--- src/rtl/rb_pkg.sv ---
package rb_pkg;
  localparam int RESULT_W = 12;
  localparam int WORD_W   = 32;
  localparam int OVR_POS  = 16;
  localparam int VLD_POS  = 17;
  localparam int SEC_POS  = 18;

  function automatic logic [WORD_W-1:0] pack_word(
    input logic [15:0] data,
    input logic        ovr,
    input logic        vld,
    input logic        sec
  );
    logic [WORD_W-1:0] w;
    w          = '0;
    w[15:0]    = data;
    w[OVR_POS] = ovr;
    w[VLD_POS] = vld;
    w[SEC_POS] = sec;
    return w;
  endfunction
endpackage

--- src/rtl/rb_slot_state.sv ---
module rb_slot_state (
  input  logic       clk,
  input  logic       rst,
  input  logic       dbuf_en,
  input  logic       wr_hit,
  input  logic       rd_hit,
  output logic [1:0] occ_q,
  output logic       head_q,
  output logic       ovr_q,
  output logic       wr_idx
);
  logic full;
  logic pop;
  logic head_adv;

  always_comb begin
    full     = dbuf_en ? (occ_q == 2'd2) : (occ_q != 2'd0);
    pop      = rd_hit && (occ_q != 2'd0);
    // overwrite the oldest location on a full write, else append after head
    wr_idx   = (full && !pop) ? head_q : (head_q ^ occ_q[0]);
    head_adv = pop || (wr_hit && full && dbuf_en);
  end

  always_ff @(posedge clk) begin
    if (rst) begin
      occ_q  <= 2'd0;
      head_q <= 1'b0;
      ovr_q  <= 1'b0;
    end else begin
      if (head_adv) head_q <= ~head_q;
      if (pop && !wr_hit)
        occ_q <= occ_q - 2'd1;
      else if (wr_hit && !pop && !full)
        occ_q <= occ_q + 2'd1;
      if (rd_hit)
        ovr_q <= 1'b0;
      else if (wr_hit && full)
        ovr_q <= 1'b1;
    end
  end
endmodule

--- src/rtl/rb_store.sv ---
module rb_store #(
  parameter int DW = 12,
  parameter int AW = 3,
  localparam int DEPTH = 1 << AW
) (
  input  logic          clk,
  input  logic          rst,
  input  logic          we,
  input  logic [AW-1:0] waddr,
  input  logic [DW-1:0] wdata,
  input  logic          re,
  input  logic [AW-1:0] raddr,
  output logic [DW-1:0] rdata
);
  logic [DW-1:0] mem [DEPTH];

  always_ff @(posedge clk) begin
    if (we) mem[waddr] <= wdata;
  end

  // read-first: a same-address write in this cycle is not seen
  always_ff @(posedge clk) begin
    if (rst)
      rdata <= '0;
    else if (re)
      rdata <= mem[raddr];
  end
endmodule

--- src/rtl/conv_result_bank.sv ---
module conv_result_bank #(
  parameter int SLOTS = 4,
  parameter int RES_W = rb_pkg::RESULT_W,
  localparam int SLOT_W = (SLOTS > 1) ? $clog2(SLOTS) : 1,
  localparam int AW     = SLOT_W + 1
) (
  input  logic              clk,
  input  logic              rst,
  input  logic [SLOTS-1:0]  slot_dbuf_en,
  input  logic              wr_stb,
  input  logic [SLOT_W-1:0] wr_slot,
  input  logic [RES_W-1:0]  wr_result,
  input  logic              rd_stb,
  input  logic [SLOT_W-1:0] rd_slot,
  output logic              rd_ack,
  output logic [31:0]       rd_word
);
  logic [SLOTS-1:0]   wr_hit;
  logic [SLOTS-1:0]   rd_hit;
  logic [SLOTS-1:0]   head_vec;
  logic [SLOTS-1:0]   ovr_vec;
  logic [SLOTS-1:0]   widx_vec;
  logic [2*SLOTS-1:0] occ_flat;

  for (genvar s = 0; s < SLOTS; s++) begin : g_slot
    assign wr_hit[s] = wr_stb && (wr_slot == SLOT_W'(s));
    assign rd_hit[s] = rd_stb && (rd_slot == SLOT_W'(s));

    rb_slot_state u_state (
      .clk     (clk),
      .rst     (rst),
      .dbuf_en (slot_dbuf_en[s]),
      .wr_hit  (wr_hit[s]),
      .rd_hit  (rd_hit[s]),
      .occ_q   (occ_flat[2*s +: 2]),
      .head_q  (head_vec[s]),
      .ovr_q   (ovr_vec[s]),
      .wr_idx  (widx_vec[s])
    );
  end

  logic [AW-1:0]    waddr;
  logic [AW-1:0]    raddr;
  logic [RES_W-1:0] data_q;
  logic [1:0]       sel_occ;

  assign waddr   = {wr_slot, widx_vec[wr_slot]};
  assign raddr   = {rd_slot, head_vec[rd_slot]};
  assign sel_occ = occ_flat[2*rd_slot +: 2];

  rb_store #(.DW(RES_W), .AW(AW)) u_store (
    .clk   (clk),
    .rst   (rst),
    .we    (wr_stb),
    .waddr (waddr),
    .wdata (wr_result),
    .re    (rd_stb),
    .raddr (raddr),
    .rdata (data_q)
  );

  logic ack_q, vld_q, sec_q, ovf_q;

  always_ff @(posedge clk) begin
    if (rst) begin
      ack_q <= 1'b0;
      vld_q <= 1'b0;
      sec_q <= 1'b0;
      ovf_q <= 1'b0;
    end else begin
      ack_q <= rd_stb;
      if (rd_stb) begin
        vld_q <= (sel_occ != 2'd0);
        sec_q <= slot_dbuf_en[rd_slot] && (sel_occ == 2'd2);
        ovf_q <= ovr_vec[rd_slot];
      end
    end
  end

  assign rd_ack  = ack_q;
  assign rd_word = rb_pkg::pack_word(vld_q ? 16'(data_q) : 16'd0, ovf_q, vld_q, sec_q);
endmodule

--- config.mk ---
export PLATFORM = sky130hd
export DESIGN_NAME = conv_result_bank
export DESIGN_NICKNAME = d
export VERILOG_FILES = /design/src/rtl/rb_pkg.sv /design/src/rtl/rb_slot_state.sv /design/src/rtl/rb_store.sv /design/src/rtl/conv_result_bank.sv
export SDC_FILE = /design/constraint.sdc
export NUM_CORES = 1
export LEC_CHECK = 0
export ABC_AREA = 1
export BUFFER_PORTS_ARGS = -buffer_cell sky130_fd_sc_hd__buf_2
export CAP_MARGIN = 15
export CORE_MARGIN = 2
export CORE_UTILIZATION = 60
export DETAILED_ROUTE_END_ITERATION = 10
export HOLD_SLACK_MARGIN = 0.05
export PLACE_DENSITY = 0.82
export SYNTH_ARGS = -nofsm -noshare
export SYNTH_HDL_FRONTEND = slang
export SYNTH_SLANG_ARGS = --single-unit
--- constraint.sdc ---
create_clock -name clk -period 4.6 [get_ports clk]
set_input_delay 0.23 -clock clk [delete_from_list [all_inputs] [get_ports clk]]
set_output_delay 0.23 -clock clk [all_outputs]
set_load 0.01 [all_outputs]
==> run summary <==
The area of the mapped netlist is roughly 5900 sq um. The count of mapped cells out of synthesis came out at 629. The total wire length after detailed routing came out at about 14000 microns.

From bottom edge to top edge, the die measures 103 microns. The horizontal die dimension came out at roughly 100 microns. The total setup violations reported at the end of the flow came out at 0.

The share of synthesized cell area in and, or, nand and nor gates is 26.4%. The pre-CTS worst setup slack came out at 1.78 ns. The startpoint identified for the worst hold timing path is wr_result[5]. For hold timing, the worst endpoint is u_store.mem[3][5]$_DFFE_PP_.

The number of H-tree branching levels came out at 4. In this run the worst hold path is classified as input port to register. Counting every sink on the clock net gives 128. The maximum clock rate came out at around 400 MHz. The number of placed instances, taps included is roughly 780. The share of async-settable or async-resettable flops after synthesis is 0%.

Relative to the synthesized area, the layout overhead comes to 12.8%. The detailed-route vias per instance is 5.44. The total power came out at 2860 uW. The die area came out at 10700 sq um. The floorplan row count is 36.

The worst slew margin relative to its limit is between 20% and 30%. The post-route fraction of the period consumed by the critical path came out at about 55%. In this run the remaining antenna-violating nets after routing total 0. The sum of negative setup slack is 0 ns. Leaving out filler cells and counting taps, the final layout contains roughly 810.

The number of global-route vias before repair is between 4000 and 5000. At the worst endpoint, the required time is 4.74 ns. The count of maximum capacitance violations is 0. After filler insertion, the fill cell instance count of the layout stands at 706. After clock tree synthesis, the clock-pin slew on the worst setup and hold paths is 0.06 ns. The top flip-flop cell by instance count after synthesis is sky130_fd_sc_hd__edfxtp_1. The number of port buffers is 39.

Summing the areas of all compound-gate instances in the mapped netlist gives 5.41% of the synthesized area. The share of total power dissipated in combinational logic is 7.5%. The number of optimization iterations in the first detailed-route pass came out at 7. The synthesized design contains 96 enable-type register cells. By area, the combinational part of the netlist is dominated by simple AND/OR/NAND/NOR gates.

The total leakage power is 0.00287 uW. The number of endpoints with negative hold slack in the final report is 0. The count of cells along the worst register-to-register path came out at 8. The run finished with clean final reports.

STA classifies the critical path endpoint as a register. The TritonCTS clock tree is yes. The relative contribution of sequential cells to total power is a little under half. The power spent charging and discharging nets came out at between 600 and 700 uW. The final clock skew came out at 0.00966 ns.

Of the total power, the share spent switching nets is 23.9%. The leading cell type in the layout, fill and taps excluded is sky130_fd_sc_hd__nand2_1. The share of final-layout standard cells stronger than drive strength 1 came out at 15.9%. The final count of pins violating max slew came out at 0. The internal power of the cells is 2170 uW. The post-route cell area came out at 6690 sq um.

For the worst setup path, the data arrival time is around 2.7 ns. The distinct cell type count of the synthesized netlist came out at 38. The placed wire-length estimate after detailed placement came out at 9230 microns. The average instance area after synthesis came out at between 9 and 10 sq um.

The number of vias in the routed layout came out at 4425. The last weighted congestion value of the routability-driven placer is ~0.9. The worst voltage drop across the vdd grid came out at around 320 uV. The synthesized-area fraction occupied by xor and xnor cells came out at less than 1%. The buffer cell driving the clock tree root is sky130_fd_sc_hd__clkbuf_8. The overall overflow remaining after global route is 0. The synthesized netlist devotes 0% of its cell area to adder and majority cells. The largest net degree at the start of global routing came out at 30. Setup repair after global routing left no endpoint under its margin.

The clock insertion delay at the later pin of the skew report is ~0.52 ns. After detailed placement, the total cell area comes to 6030 sq um. The number of flip-flops and latches in the synthesized netlist came out at 128.

In this run the critical register-to-register path is captured at u_store.mem[5][10]$_DFFE_PP_. The initial antenna violation count came out at 0. The number of warnings reported in the yosys synthesis log came out at 0. The largest buffer count on any clock path came out at 2. The global routing usage summed across all routing layers came out at 26.9%.

The initial core utilization came out at approximately 61%. At the pin with the least slew margin, the transition time is 1.09 ns. The number of antenna repair diodes is 0. The boundary pin count is 57. The worst setup path is of the register to register kind. In this run, the number of DRC markers left after iteration 0 of detailed routing was 482. In this run the standard cell core region covers 9680 sq um. The remaining design rule violation count came out at 0. Of the synthesized area, sequential elements account for 59.5%. The final worst slack is 2.09 ns. The number of buffers added for setup after CTS is 0. The clock power share came out at 46.9%. The worst setup path is launched from a register.

The hold-critical path depth came out at 1. The total power density per cell area is roughly 430 nW/um^2. For flop-to-flop paths, the worst setup slack is 2.09 ns. The number of nets in the layout is 692. The highest fanout seen on the critical path is 12.

The number of clock buffers inserted by TritonCTS came out at 17. Multiplexer cells account for 0% of the synthesized area. The global-route wire length before repair is 20600 microns. In the layout the commonest cells are 230 x sky130_fd_sc_hd__nand2_1, 96 x sky130_fd_sc_hd__edfxtp_1, 56 x sky130_fd_sc_hd__nor2_1. The final critical-path required period came out at 2.51 ns. The routed wire length per instance is 16.8 microns. The startpoint identified for the worst register-to-register timing path is g_slot[2].u_state.occ_q[0]$_SDFFE_PP0P_.
cell type report:
type                            count  area (sq um)  area share, %
Timing Repair Buffer               45           255           3.82
Tap cell                          133           166           2.49
Clock inverter                     15           180           2.69
Inverter                           45           179           2.68
Clock buffer                       17           414           6.19
Sequential cell                   128          3520           52.7
Multi-Input combinational cell    431          1970           29.4
critical path, stage by stage, from the launching register on:
cell and delay, ns:
sky130_fd_sc_hd__dfxtp_1 0.48, sky130_fd_sc_hd__nor2_1 0.11, sky130_fd_sc_hd__nor2_1 0.27, sky130_fd_sc_hd__nand2_1 0.09, sky130_fd_sc_hd__nand2_1 0.07, sky130_fd_sc_hd__nand3_1 0.08
sky130_fd_sc_hd__nand2_1 0.20, sky130_fd_sc_hd__inv_1 0.09, sky130_fd_sc_hd__nor2_1 0.76
sequential cells by signal (all words and copies together) (netlist names):
signal / count
rd_ack: 1
vld_q: 1
ovf_q: 1
u_store.mem: 96
g_slot.u_state.ovr_q: 4
g_slot.u_state.head_q: 4
g_slot.u_state.occ_q: 8
sec_q: 1
u_store.rdata: 12
synthesized netlist by cell type, types with 3 or more instances:
library cell | number | area share [%]
sky130_fd_sc_hd__nor2_1 | 56 | 3.5
sky130_fd_sc_hd__o21ai_0 | 17 | 1.4
sky130_fd_sc_hd__buf_6 | 6 | 1.1
sky130_fd_sc_hd__nand2_2 | 10 | 1.1
sky130_fd_sc_hd__dfxtp_1 | 32 | 11
sky130_fd_sc_hd__inv_1 | 40 | 2.5
sky130_fd_sc_hd__nand3_2 | 7 | 1.2
sky130_fd_sc_hd__edfxtp_1 | 96 | 49
sky130_fd_sc_hd__a21oi_1 | 21 | 1.8
sky130_fd_sc_hd__nand3_1 | 29 | 2.4
sky130_fd_sc_hd__nand4_1 | 8 | 0.84
sky130_fd_sc_hd__clkbuf_1 | 4 | 0.25
sky130_fd_sc_hd__a21oi_2 | 6 | 0.89
sky130_fd_sc_hd__buf_2 | 5 | 0.42
sky130_fd_sc_hd__nand2_1 | 230 | 15
sky130_fd_sc_hd__nand3b_1 | 3 | 0.38
sky130_fd_sc_hd__o21ai_1 | 4 | 0.34
sky130_fd_sc_hd__buf_4 | 25 | 3.2
kinds of logic after synthesis:
group                  count (synthesis)
other                                  1
XOR/XNOR                               2
AO/OA/AOI/OAI                         55
flip-flops                           128
buffers and inverters                 86
AND/OR/NAND/NOR                      357
stage by stage:
stage	hold slack, ns	util [%]
2_1_floorplan	0.329	-
3_3_place_gp	0.456	62.3
3_5_place_dp	0.461	62.3
4_1_cts	0.0509	69.0
5_1_grt	0.0663	69.0
6_report	0.0577	69.0
routing by layer:
layer	track usage [%]	routed length, microns
met3	5.44	961
met5	0	0
met4	11.3	381
met1	33.5	5430
met2	45.8	6920
power groups by stage:
stage | sequential [uW] | combinational (uW) | clock [uW]
4_1_cts | 1300 | 212 | 1340
5_1_grt | 1310 | 236 | 1390
3_5_place_dp | 1330 | 204 | 0
3_3_place_gp | 1320 | 197 | 0
2_1_floorplan | 1320 | 159 | 0
6_report | 1300 | 213 | 1340
repair_timing:
item / 4_1_cts / 5_1_grt
hold buffers: 6 / 0
hold endpoints to repair: 37 / 0
gates resized for setup: 0 / 0
setup endpoints to repair: 0 / 0
worst max-delay path by stage:
stage / from / end / slack (ns) / cells after the start
5_1_grt: g_slot[2].u_state.occ_q[0]$_SDFFE_PP0P_ / u_store.mem[5][8]$_DFFE_PP_ / 1.86 / 8
6_report: g_slot[2].u_state.occ_q[0]$_SDFFE_PP0P_ / u_store.mem[5][10]$_DFFE_PP_ / 2.09 / 8
3_3_place_gp: rd_stb / u_store.mem[7][3]$_DFFE_PP_ / 1.96 / 9
2_1_floorplan: g_slot[2].u_state.occ_q[0]$_SDFFE_PP0P_ / u_store.mem[7][0]$_DFFE_PP_ / 2.64 / 9
3_5_place_dp: rd_stb / u_store.mem[1][1]$_DFFE_PP_ / 1.78 / 9
4_1_cts: g_slot[2].u_state.occ_q[0]$_SDFFE_PP0P_ / u_store.mem[5][11]$_DFFE_PP_ / 2.10 / 8
Note: power is estimated with default switching activity, not from simulation.
